<file path="config.mk">
export PLATFORM = sky130hd
export DESIGN_NAME = tx_level_ctrl
export DESIGN_NICKNAME = d
export VERILOG_FILES = /design/src/rtl/tlc_pkg.sv /design/src/rtl/tlc_peak_track.sv /design/src/rtl/tlc_window_seq.sv /design/src/rtl/tlc_gain_step.sv /design/src/rtl/tx_level_ctrl.sv
export SDC_FILE = /design/constraint.sdc
export NUM_CORES = 1
export LEC_CHECK = 0
export ABC_AREA = 1
export BUFFER_PORTS_ARGS = -buffer_cell sky130_fd_sc_hd__clkbuf_2
export CORE_MARGIN = 3
export CORE_UTILIZATION = 53
export DETAILED_ROUTE_END_ITERATION = 10
export PLACE_DENSITY = 0.75
export SETUP_SLACK_MARGIN = 0.4
export SLEW_MARGIN = 5
export SYNTH_ARGS = -nofsm -noshare
export SYNTH_HDL_FRONTEND = slang
export SYNTH_HIERARCHICAL = 1
export SYNTH_SLANG_ARGS = --single-unit
</file>
<file path="constraint.sdc">
create_clock -name clk -period 4.3 [get_ports clk]
set_input_delay 1.075 -clock clk [delete_from_list [all_inputs] [get_ports clk]]
set_output_delay 1.075 -clock clk [all_outputs]
set_load 0.05 [all_outputs]
</file>
<file path="src/rtl/tlc_pkg.sv">
package tlc_pkg;
   typedef enum logic [1:0] {
      GSTEP_HOLD = 2'd0,
      GSTEP_UP   = 2'd1,
      GSTEP_DOWN = 2'd2
   } gstep_e;
endpackage

</file>
<file path="src/rtl/tlc_peak_track.sv">
module tlc_peak_track #(
   parameter int SAMPLE_W = 12,
   localparam int MAG_W   = SAMPLE_W - 1
) (
   input  logic                clk,
   input  logic                rst_n,
   input  logic                clear,
   input  logic                enable,
   input  logic                smp_valid,
   input  logic [SAMPLE_W-1:0] smp_data,
   output logic [MAG_W-1:0]    peak_q,
   output logic [MAG_W-1:0]    peak_next
);
   logic [SAMPLE_W-1:0] negated;
   logic [MAG_W-1:0]    mag;

   assign negated = (~smp_data) + 1'b1;

   always_comb begin
      if (!smp_data[SAMPLE_W-1])
         mag = smp_data[MAG_W-1:0];
      else if (smp_data[MAG_W-1:0] == '0)
         mag = '1;
      else
         mag = negated[MAG_W-1:0];
   end

   always_comb begin
      peak_next = peak_q;
      if (enable && smp_valid && (mag > peak_q))
         peak_next = mag;
   end

   always_ff @(posedge clk or negedge rst_n) begin
      if (!rst_n)
         peak_q <= '0;
      else if (clear)
         peak_q <= '0;
      else
         peak_q <= peak_next;
   end

   assert_peak_monotone_R7: assert property (@(posedge clk) disable iff (!rst_n)
      !clear |=> (peak_q >= $past(peak_q)));
endmodule

</file>
<file path="src/rtl/tlc_window_seq.sv">
module tlc_window_seq #(
   parameter int TICKS_PER_WIN = 4,
   parameter int STEPS         = 8,
   localparam int TW = (TICKS_PER_WIN > 1) ? $clog2(TICKS_PER_WIN) : 1,
   localparam int SW = $clog2(STEPS)
) (
   input  logic clk,
   input  logic rst_n,
   input  logic frame_start,
   input  logic tick,
   output logic active,
   output logic win_end,
   output logic done
);
   logic          last_tick;
   logic [SW-1:0] win_cnt;

   generate
      if (TICKS_PER_WIN == 1) begin : g_single_tick
         assign last_tick = tick;
      end else begin : g_tick_count
         logic [TW-1:0] tick_cnt;
         assign last_tick = tick && (tick_cnt == TW'(TICKS_PER_WIN - 1));
         always_ff @(posedge clk or negedge rst_n) begin
            if (!rst_n)
               tick_cnt <= '0;
            else if (frame_start)
               tick_cnt <= '0;
            else if (active && tick)
               tick_cnt <= last_tick ? '0 : tick_cnt + 1'b1;
         end
      end
   endgenerate

   assign win_end = active && last_tick && !frame_start;

   always_ff @(posedge clk or negedge rst_n) begin
      if (!rst_n) begin
         active  <= 1'b0;
         done    <= 1'b0;
         win_cnt <= '0;
      end else if (frame_start) begin
         active  <= 1'b1;
         done    <= 1'b0;
         win_cnt <= '0;
      end else if (win_end) begin
         win_cnt <= win_cnt + 1'b1;
         if (win_cnt == SW'(STEPS - 1)) begin
            active <= 1'b0;
            done   <= 1'b1;
         end
      end
   end

   assert_done_sticky_R8: assert property (@(posedge clk) disable iff (!rst_n)
      (done && !frame_start) |=> done);
   assert_restart_R9: assert property (@(posedge clk) disable iff (!rst_n)
      frame_start |=> (active && !done));
   assert_done_idle_R8: assert property (@(posedge clk) disable iff (!rst_n)
      done |-> !active);
endmodule

</file>
<file path="src/rtl/tlc_gain_step.sv">
module tlc_gain_step #(
   parameter int MAG_W  = 11,
   parameter int GAIN_W = 5
) (
   input  logic              clk,
   input  logic              rst_n,
   input  logic              decide,
   input  logic [MAG_W-1:0]  peak,
   input  logic [MAG_W-1:0]  thr_lo,
   input  logic [MAG_W-1:0]  thr_hi,
   output logic [GAIN_W-1:0] gain
);
   import tlc_pkg::*;

   localparam logic [GAIN_W-1:0] GAIN_MID = GAIN_W'(1) << (GAIN_W - 1);
   localparam logic [GAIN_W-1:0] GAIN_MAX = '1;

   gstep_e step;

   always_comb begin
      if (peak < thr_lo)
         step = GSTEP_UP;
      else if (peak > thr_hi)
         step = GSTEP_DOWN;
      else
         step = GSTEP_HOLD;
   end

   always_ff @(posedge clk or negedge rst_n) begin
      if (!rst_n)
         gain <= GAIN_MID;
      else if (decide) begin
         case (step)
            GSTEP_UP:   if (gain != GAIN_MAX) gain <= gain + 1'b1;
            GSTEP_DOWN: if (gain != '0)       gain <= gain - 1'b1;
            default:    gain <= gain;
         endcase
      end
   end

   assert_gain_frozen_R8: assert property (@(posedge clk) disable iff (!rst_n)
      !decide |=> $stable(gain));
   assert_gain_single_step_R3: assert property (@(posedge clk) disable iff (!rst_n)
      decide |=> (gain == $past(gain) || gain == GAIN_W'($past(gain) + 1'b1)
                  || gain == GAIN_W'($past(gain) - 1'b1)));
   assert_no_wrap_top_R6: assert property (@(posedge clk) disable iff (!rst_n)
      (gain == GAIN_MAX) |=> (gain != '0));
   assert_no_wrap_bottom_R6: assert property (@(posedge clk) disable iff (!rst_n)
      (gain == '0) |=> (gain != GAIN_MAX));
endmodule

</file>
<file path="src/rtl/tx_level_ctrl.sv">
module tx_level_ctrl #(
   parameter int SAMPLE_W      = 12,
   parameter int GAIN_W        = 5,
   parameter int TICKS_PER_BIT = 16,
   parameter int ADAPT_BITS    = 2,
   parameter int ADAPT_STEPS   = 8,
   localparam int MAG_W         = SAMPLE_W - 1,
   localparam int TICKS_PER_WIN = (TICKS_PER_BIT * ADAPT_BITS) / ADAPT_STEPS
) (
   input  logic                clk,
   input  logic                rst_n,
   input  logic                frame_start,
   input  logic                sub_tick,
   input  logic                smp_valid,
   input  logic [SAMPLE_W-1:0] smp_data,
   input  logic [MAG_W-1:0]    thr_lo,
   input  logic [MAG_W-1:0]    thr_hi,
   output logic [GAIN_W-1:0]   gain_code,
   output logic                adapt_done
);
   initial begin
      assert (SAMPLE_W >= 3) else $error("SAMPLE_W must be at least 3");
      assert (GAIN_W >= 2) else $error("GAIN_W must be at least 2");
      assert (ADAPT_STEPS >= 2) else $error("ADAPT_STEPS must be at least 2");
      assert ((TICKS_PER_BIT * ADAPT_BITS) % ADAPT_STEPS == 0 && TICKS_PER_WIN >= 1)
         else $error("adaptation span must split evenly into windows");
   end

   logic             active;
   logic             win_end;
   logic [MAG_W-1:0] peak_q;
   logic [MAG_W-1:0] peak_next;

   tlc_window_seq #(
      .TICKS_PER_WIN (TICKS_PER_WIN),
      .STEPS         (ADAPT_STEPS)
   ) u_seq (
      .clk         (clk),
      .rst_n       (rst_n),
      .frame_start (frame_start),
      .tick        (sub_tick),
      .active      (active),
      .win_end     (win_end),
      .done        (adapt_done)
   );

   tlc_peak_track #(
      .SAMPLE_W (SAMPLE_W)
   ) u_peak (
      .clk       (clk),
      .rst_n     (rst_n),
      .clear     (frame_start || win_end),
      .enable    (active),
      .smp_valid (smp_valid),
      .smp_data  (smp_data),
      .peak_q    (peak_q),
      .peak_next (peak_next)
   );

   tlc_gain_step #(
      .MAG_W  (MAG_W),
      .GAIN_W (GAIN_W)
   ) u_gain (
      .clk    (clk),
      .rst_n  (rst_n),
      .decide (win_end),
      .peak   (peak_next),
      .thr_lo (thr_lo),
      .thr_hi (thr_hi),
      .gain   (gain_code)
   );

   assert_peak_cleared_R7: assert property (@(posedge clk) disable iff (!rst_n)
      win_end |=> (peak_q == '0));
   assert_idle_peak_R2: assert property (@(posedge clk) disable iff (!rst_n)
      (!active && !frame_start) |=> (peak_q == '0));
endmodule

</file>
==> results of run 1 <==
-- through the flow --
| stage | hold WS, ns | power [W] |
|---|---|---|
| final | 0.500 | 0.00158 |
| after detailed placement | 0.489 | 0.00109 |
| after CTS | 0.498 | 0.00129 |
| after global placement | 0.481 | 0.00107 |
| after global routing | 0.519 | 0.00165 |
| after floorplan | 0.482 | 0.000828 |
-- what timing repair did --
action,4_1_cts,5_1_grt
cloned,4,0
pin swaps,15,54
setup buffers,3,10
setup endpoints to repair,5,5
resized for setup,25,91
hold endpoints to repair,0,0
-- area by class of cell --
type	count	area, sq um
sequential	23	577
timing repair buffer	112	800
clock inverter	1	7.51
clock buffer	3	41.3
multi-input combinational	289	2610
inverter	93	377
tap	67	83.8
fill	188	418
-- cell families after synthesis --
kind of cell,count (synthesis),share of synthesized area [%]
AO/OA/AOI/OAI,35,8.81
XOR/XNOR,3,0.939
AND/OR/NAND/NOR,207,37.5
flip-flops,23,20.6
buffers and inverters,97,14.0
adder cells (fa/ha/maj),40,18.1
-- power by group through the flow --
stage	clock network (W)	logic [W]	registers [W]
3_3_place_gp	0	0.000783	0.000283
3_5_place_dp	0	0.000808	0.000283
6_report	0.000146	0.00115	0.000282
5_1_grt	0.000153	0.00121	0.000287
2_1_floorplan	0	0.000498	0.000330
4_1_cts	0.000144	0.000864	0.000279
-- synthesized netlist by cell type (all sizes together) --
cell type	instances
a21o	2
a21oi	14
and2	1
and3	1
buf	3
clkbuf	1
dfrtp	22
dfstp	1
fa	1
ha	39
inv	93
nand2	117
nand3	32
nand3b	2
nand4	5
nor2	46
nor3	3
o21ai	18
o21bai	1
xnor2	1
xor2	2
-- final timing paths --
kind	to	slack, ns	startpoint
max in group asynchronous	u_seq/active	3.13	rst_n
hold / removal	u_gain/gain[4]	0.50	u_gain/gain[4]
min in group asynchronous	u_peak/peak_q[6]	0.77	rst_n
setup / recovery	u_gain/gain[4]	-0.78	smp_data[6]
hold reg to reg	u_gain/gain[4]	0.50	u_gain/gain[4]
setup reg to reg	u_gain/gain[4]	0.37	u_peak/peak_q[6]
-- flip-flops by register name, summed over array words and instances (netlist names) --
| register | cells |
|---|---|
| u_peak/peak_q | 11 |
| u_seq/g_tick_count.tick_cnt | 2 |
| u_seq/win_cnt | 3 |
| u_seq/active | 1 |
| u_gain/gain | 5 |
| u_seq/done | 1 |
-- metal layers --
| layer | up-vias | GRT usage (%) | share of wire, % | routed length, um |
|---|---|---|---|---|
| met5 | - | 0 | 0 | 0 |
| met2 | 210 | 43.9 | 49 | 5450 |
| li1 | 1496 | - | - | - |
| met3 | 70 | 3.90 | 7.5 | 837 |
| met1 | 1592 | 29.2 | 38 | 4240 |
| met4 | 0 | 6.82 | 5.3 | 593 |
-- placed cells by master, fill, tap and decap left out, types with 2 or more instances in the layout --
| cell | count |
|---|---|
| nor2_4 | 14 |
| dfrtp_1 | 22 |
| nand2_2 | 34 |
| o21ai_4 | 5 |
| nor3_1 | 3 |
| nand4_1 | 4 |
| a21oi_1 | 9 |
| buf_4 | 63 |
| nand3_4 | 13 |
| a21o_1 | 2 |
| ha_1 | 14 |
| nand3b_1 | 2 |
| o21ai_2 | 9 |
| nand2_1 | 72 |
| ha_4 | 25 |
| o21ai_1 | 3 |
| inv_12 | 2 |
| nand3_2 | 7 |
| xor2_2 | 2 |
| nor2_2 | 16 |
| nand2_4 | 10 |
| buf_6 | 5 |
| a21oi_2 | 5 |
| nand3_1 | 13 |
| nand2_8 | 4 |
| inv_2 | 20 |
| nor2_1 | 16 |
| clkbuf_8 | 3 |
| buf_8 | 2 |
| inv_1 | 70 |
| buf_12 | 2 |
| clkbuf_2 | 40 |
-- critical path: cells and delay by family --
family,cells,cell delay [ns]
adders and majority gates,3,1.01
AOI/OAI and AO/OA,3,0.30
buffers and inverters,8,0.76
and+or+nand+nor,21,2.16
==> out/qor.txt, run 1 <==
Setup TNS: -2.85 ns
Worst slew margin: 58.6%
Fmax: 197 MHz
Worst-path clk slew: 0.08 ns
Placed cells: 567
Post-route cell area: 4490 sq um
Clock Skew: 0.00909 ns
Core Area: 4910 sq um
Switching power: 0.000777 W
Placed wire-length estimate: 5.40 mm
Crit Path Max Fanout: 5
Post-Syn Nets: 484
Drt drc: 0
Detailed Route WL: 11.1 mm
CTS max path bufs: 2
Sequential share of power: 17.9%
Num CTS Buffers: 3
Via Count: 3,368
DR WL/cell: 18.9 um
Port Buffers: 44
Antenna violations before repair: 0
Largest net degree at the start of global routing: 24
Setup crit end kind: register
Die Y: 78.7 um
Fin. max-slew vios: 0
Top cells by area, synth: dfrtp_1, ha_1, nand2_1, inv_1, nand3_1
RSZ-0062 raised after global routing: true
Placed cell area: 3690 sq um
First-pass GRT wire length: 12.3 mm
Starting Density: 57.0%
CTS tree: done
CP Launch Type: input port
Antenna-violating nets left: 0
Cell count of the worst hold path: 2
Total GRT Usage: 24.2%
Nets@finish: 601
First-pass detailed-route iteration total: 5
Seq cells post-synth: 23
Hold/Removal Path Class: reg2reg
Status: finished with violations
Synth Warn #: 6
Share of cells above drive strength 1: 55.5%
Drt initial violations: 301
CTS sink cnt: 23
Sw frac: 49.2%
Synth top area share: 19.7%
Clock Tree Root: clkbuf_8
Yosys cell types: 34
Std cell rows: 25
Internal Power: 0.000804 W
Cell Area, Synth: 2800 sq um
Die Width: 78.7 um
Diodes inserted: 0
Via/cell ratio: 5.73
Pwr per Cell Area: 352 nW/um^2
Violated checks: setup timing
Slowest-stage cell, CP: fa_2
Required time worst endpoint: 4.52 ns
Tcrit/Tclk final: 118%
Setup slack after layout: -0.780 ns
CTS Hold Bufs: 0
Fin cells: 588
Post-Syn Instances: 405
Crit Path Category: in2reg
H-tree levels: 1
Final Critical Period: 5.08 ns
Vias in the first global route: 2,873
Area growth, synth to finish: 60.5%
CP max stage delay: 0.41 ns
Final hold viol count: 0
Area leader, netlist: dfrtp_1
Leakage: 2.34 nW
Gate power share: 72.9%
WP data arrival: 5.30 ns
Worst-case reg-to-reg path depth: 31
Dpl ws: -0.856 ns
Clock power frac: 9.2%
VDD IR max: 0.000409 V
Slew @ Worst Pin: 0.620 ns
Mean Syn Cell Area: 6.91 sq um
DIE AREA: 6190 sq um
Register area share after synthesis: 20.6%
# setup viols final: 5
Number of max-cap violations: 0
Fin util: 91.5%
# IOs: 45
Most used cell, CP: nand2_1
Clk_lat worst skew: 0.28 ns
Routability cong.: 0.849
GRT Residual Overflow: 0
(Power assumes the default switching activity.)
==> inputs of run 2 (changes only) <==
==> constraint.sdc (replaced) <==
create_clock -name clk -period 5.6 [get_ports clk]
set_input_delay 1.4 -clock clk [delete_from_list [all_inputs] [get_ports clk]]
set_output_delay 1.4 -clock clk [all_outputs]
set_load 0.05 [all_outputs]
==> run 2 against run 1 <==
Against the previous run: the run now ends clean; count of clock-buffer cells in the layout stayed put; die area stayed put; global-route usage is 2.2 points lower; register-to-register slack better by 1.2 ns; sequential power is 23% lower; critical path depth stayed put; non-clock buffer count is 39 lower; via count is 8.6% lower; clock skew is 0.0050 ns lower; combinational power is 34% lower; largest cell class unchanged.
==> out/qor.txt, run 2 (synthesized netlist as in run 1, its figures left out) <==
Worst reg-to-reg setup slack: 1.59 ns
Clk_lat worst skew: 0.28 ns
Commonest non-fill, non-tap cells in the layout: nand2_1, inv_1, clkbuf_2, nand2_2, buf_4
Routability cong.: 0.897
CTS sink cnt: 23
Hold slack: 0.525 ns
Die Width: 78.7 um
CTS max path bufs: 2
Required time worst endpoint: 5.81 ns
WP data arrival: 5.65 ns
Drt drc: 0
Slowest-stage cell, CP: fa_2
First-pass detailed-route iteration total: 5
Regs by FF count: u_peak/peak_q (11), u_gain/gain (5), u_seq/win_cnt (3)
Placed cells: 518
Clock Skew: 0.00407 ns
Starting Density: 57.0%
Antenna violations before repair: 0
Nets@finish: 562
Vias in the first global route: 2,617
DR WL/cell: 17.8 um
Share of cells above drive strength 1: 52.3%
GRT Residual Overflow: 0
Dpl ws: -0.0633 ns
Hold/Removal Path Class: reg2reg
Via Count: 3,078
Core Area: 4910 sq um
Port Buffers: 44
Crit Path Max Fanout: 5
Detailed Route WL: 9.75 mm
Fin. max-slew vios: 0
RSZ-0062 raised after global routing: true
# IOs: 45
Number of max-cap violations: 0
Final hold viol count: 0
Clock Tree Root: clkbuf_8
# setup viols final: 0
Largest net degree at the start of global routing: 24
Total GRT Usage: 22.0%
Fin util: 83.7%
Crit Path Category: in2reg
Final Critical Period: 5.43 ns
Fin cells: 549
Worst-path clk slew: 0.09 ns
CTS tree: done
Fillers: 273
Antenna-violating nets left: 0
CP max stage delay: 0.40 ns
Most used cell, CP: nand2_1
H-tree levels: 1
Tcrit/Tclk final: 97.0%
Commonest non-fill, non-tap cell in the layout: nand2_1
Worst slew margin: 57.5%
Number of flip-flops in the largest register: 11
CP Launch Type: input port
Drt initial violations: 245
Diodes inserted: 0
Setup crit end kind: register
Std cell rows: 25
Area growth, synth to finish: 46.9%
Leakage: 2.14 nW
Cell count of the worst hold path: 2
Die Y: 78.7 um
Setup slack after layout: 0.167 ns
Fmax: 184 MHz
Placed wire-length estimate: 5.07 mm
Num CTS Buffers: 3
Pwr per Cell Area: 263 nW/um^2
CTS Hold Bufs: 0
DIE AREA: 6190 sq um
VDD IR max: 0.000138 V
First-pass GRT wire length: 11.2 mm
Slew @ Worst Pin: 0.636 ns
Top reg by flops: u_peak/peak_q
Status: finished clean
Worst-case reg-to-reg path depth: 31
Via/cell ratio: 5.61
run 2: worst max-delay path: cells and delay by family:
kind / cells / cell delay (ns)
buffers and inverters: 6 / 0.46
adders and majority gates: 3 / 0.90
and+or+nand+nor: 23 / 2.58
AOI/OAI and AO/OA: 3 / 0.28
run 2: layout make-up:
cell class                      count  area, sq um  share of cell area, %
Tap cell                           67         83.8                   2.04
Clock inverter                      1         5.00                  0.122
Sequential cell                    23          577                   14.0
Timing Repair Buffer               73          485                   11.8
Clock buffer                        3         41.3                   1.00
Multi-Input combinational cell    289         2560                   62.4
Inverter                           93          354                   8.61
run 2: worst paths after layout:
check                                        from                to
worst max-delay path                  smp_data[6]    u_gain/gain[4]
worst min-delay path             u_seq/win_cnt[1]  u_seq/win_cnt[1]
worst max register to register  u_peak/peak_q[10]    u_gain/gain[4]
worst min register to register   u_seq/win_cnt[1]  u_seq/win_cnt[1]
max in group asynchronous                   rst_n      u_seq/active
min in group asynchronous                   rst_n  u_peak/peak_q[5]
run 2: where the power goes:
part	leakage (nW)	total [W]	internal, W	switching, W
registers	0.300	0.000217	0.000192	0.0000252
logic	1.81	0.000757	0.000292	0.000465
clock network	0.0255	0.000108	0.0000499	0.0000579
run 2: metrics by stage:
step / total power, W / instance area [sq um] / setup TNS, ns
finish: 0.00108 / 4110 / 0
global route: 0.00115 / 4110 / -0.00722
CTS: 0.000856 / 3280 / 0
detailed placement: 0.000722 / 3100 / -0.0633
global placement: 0.000708 / 3100 / 0
floorplan: 0.000607 / 2800 / 0
run 2: repair_timing:
| action | CTS | global route |
|---|---|---|
| setup endpoints to repair | 2 | 3 |
| resized for setup | 14 | 142 |
| pin swaps | 8 | 48 |
| buffers inserted | 5 | 18 |
| cloned | 3 | 1 |
run 2: routing by layer:
layer / global-route usage [%] / vias to the layer above / wire length [um] / share of wire [%]
li1: - / 1410 / - / -
met1: 28.9 / 1439 / 3670 / 38
met2: 38.5 / 172 / 4950 / 51
met3: 2.18 / 57 / 631 / 6.5
met4: 5.59 / 0 / 508 / 5.2
met5: 0 / - / 0 / 0
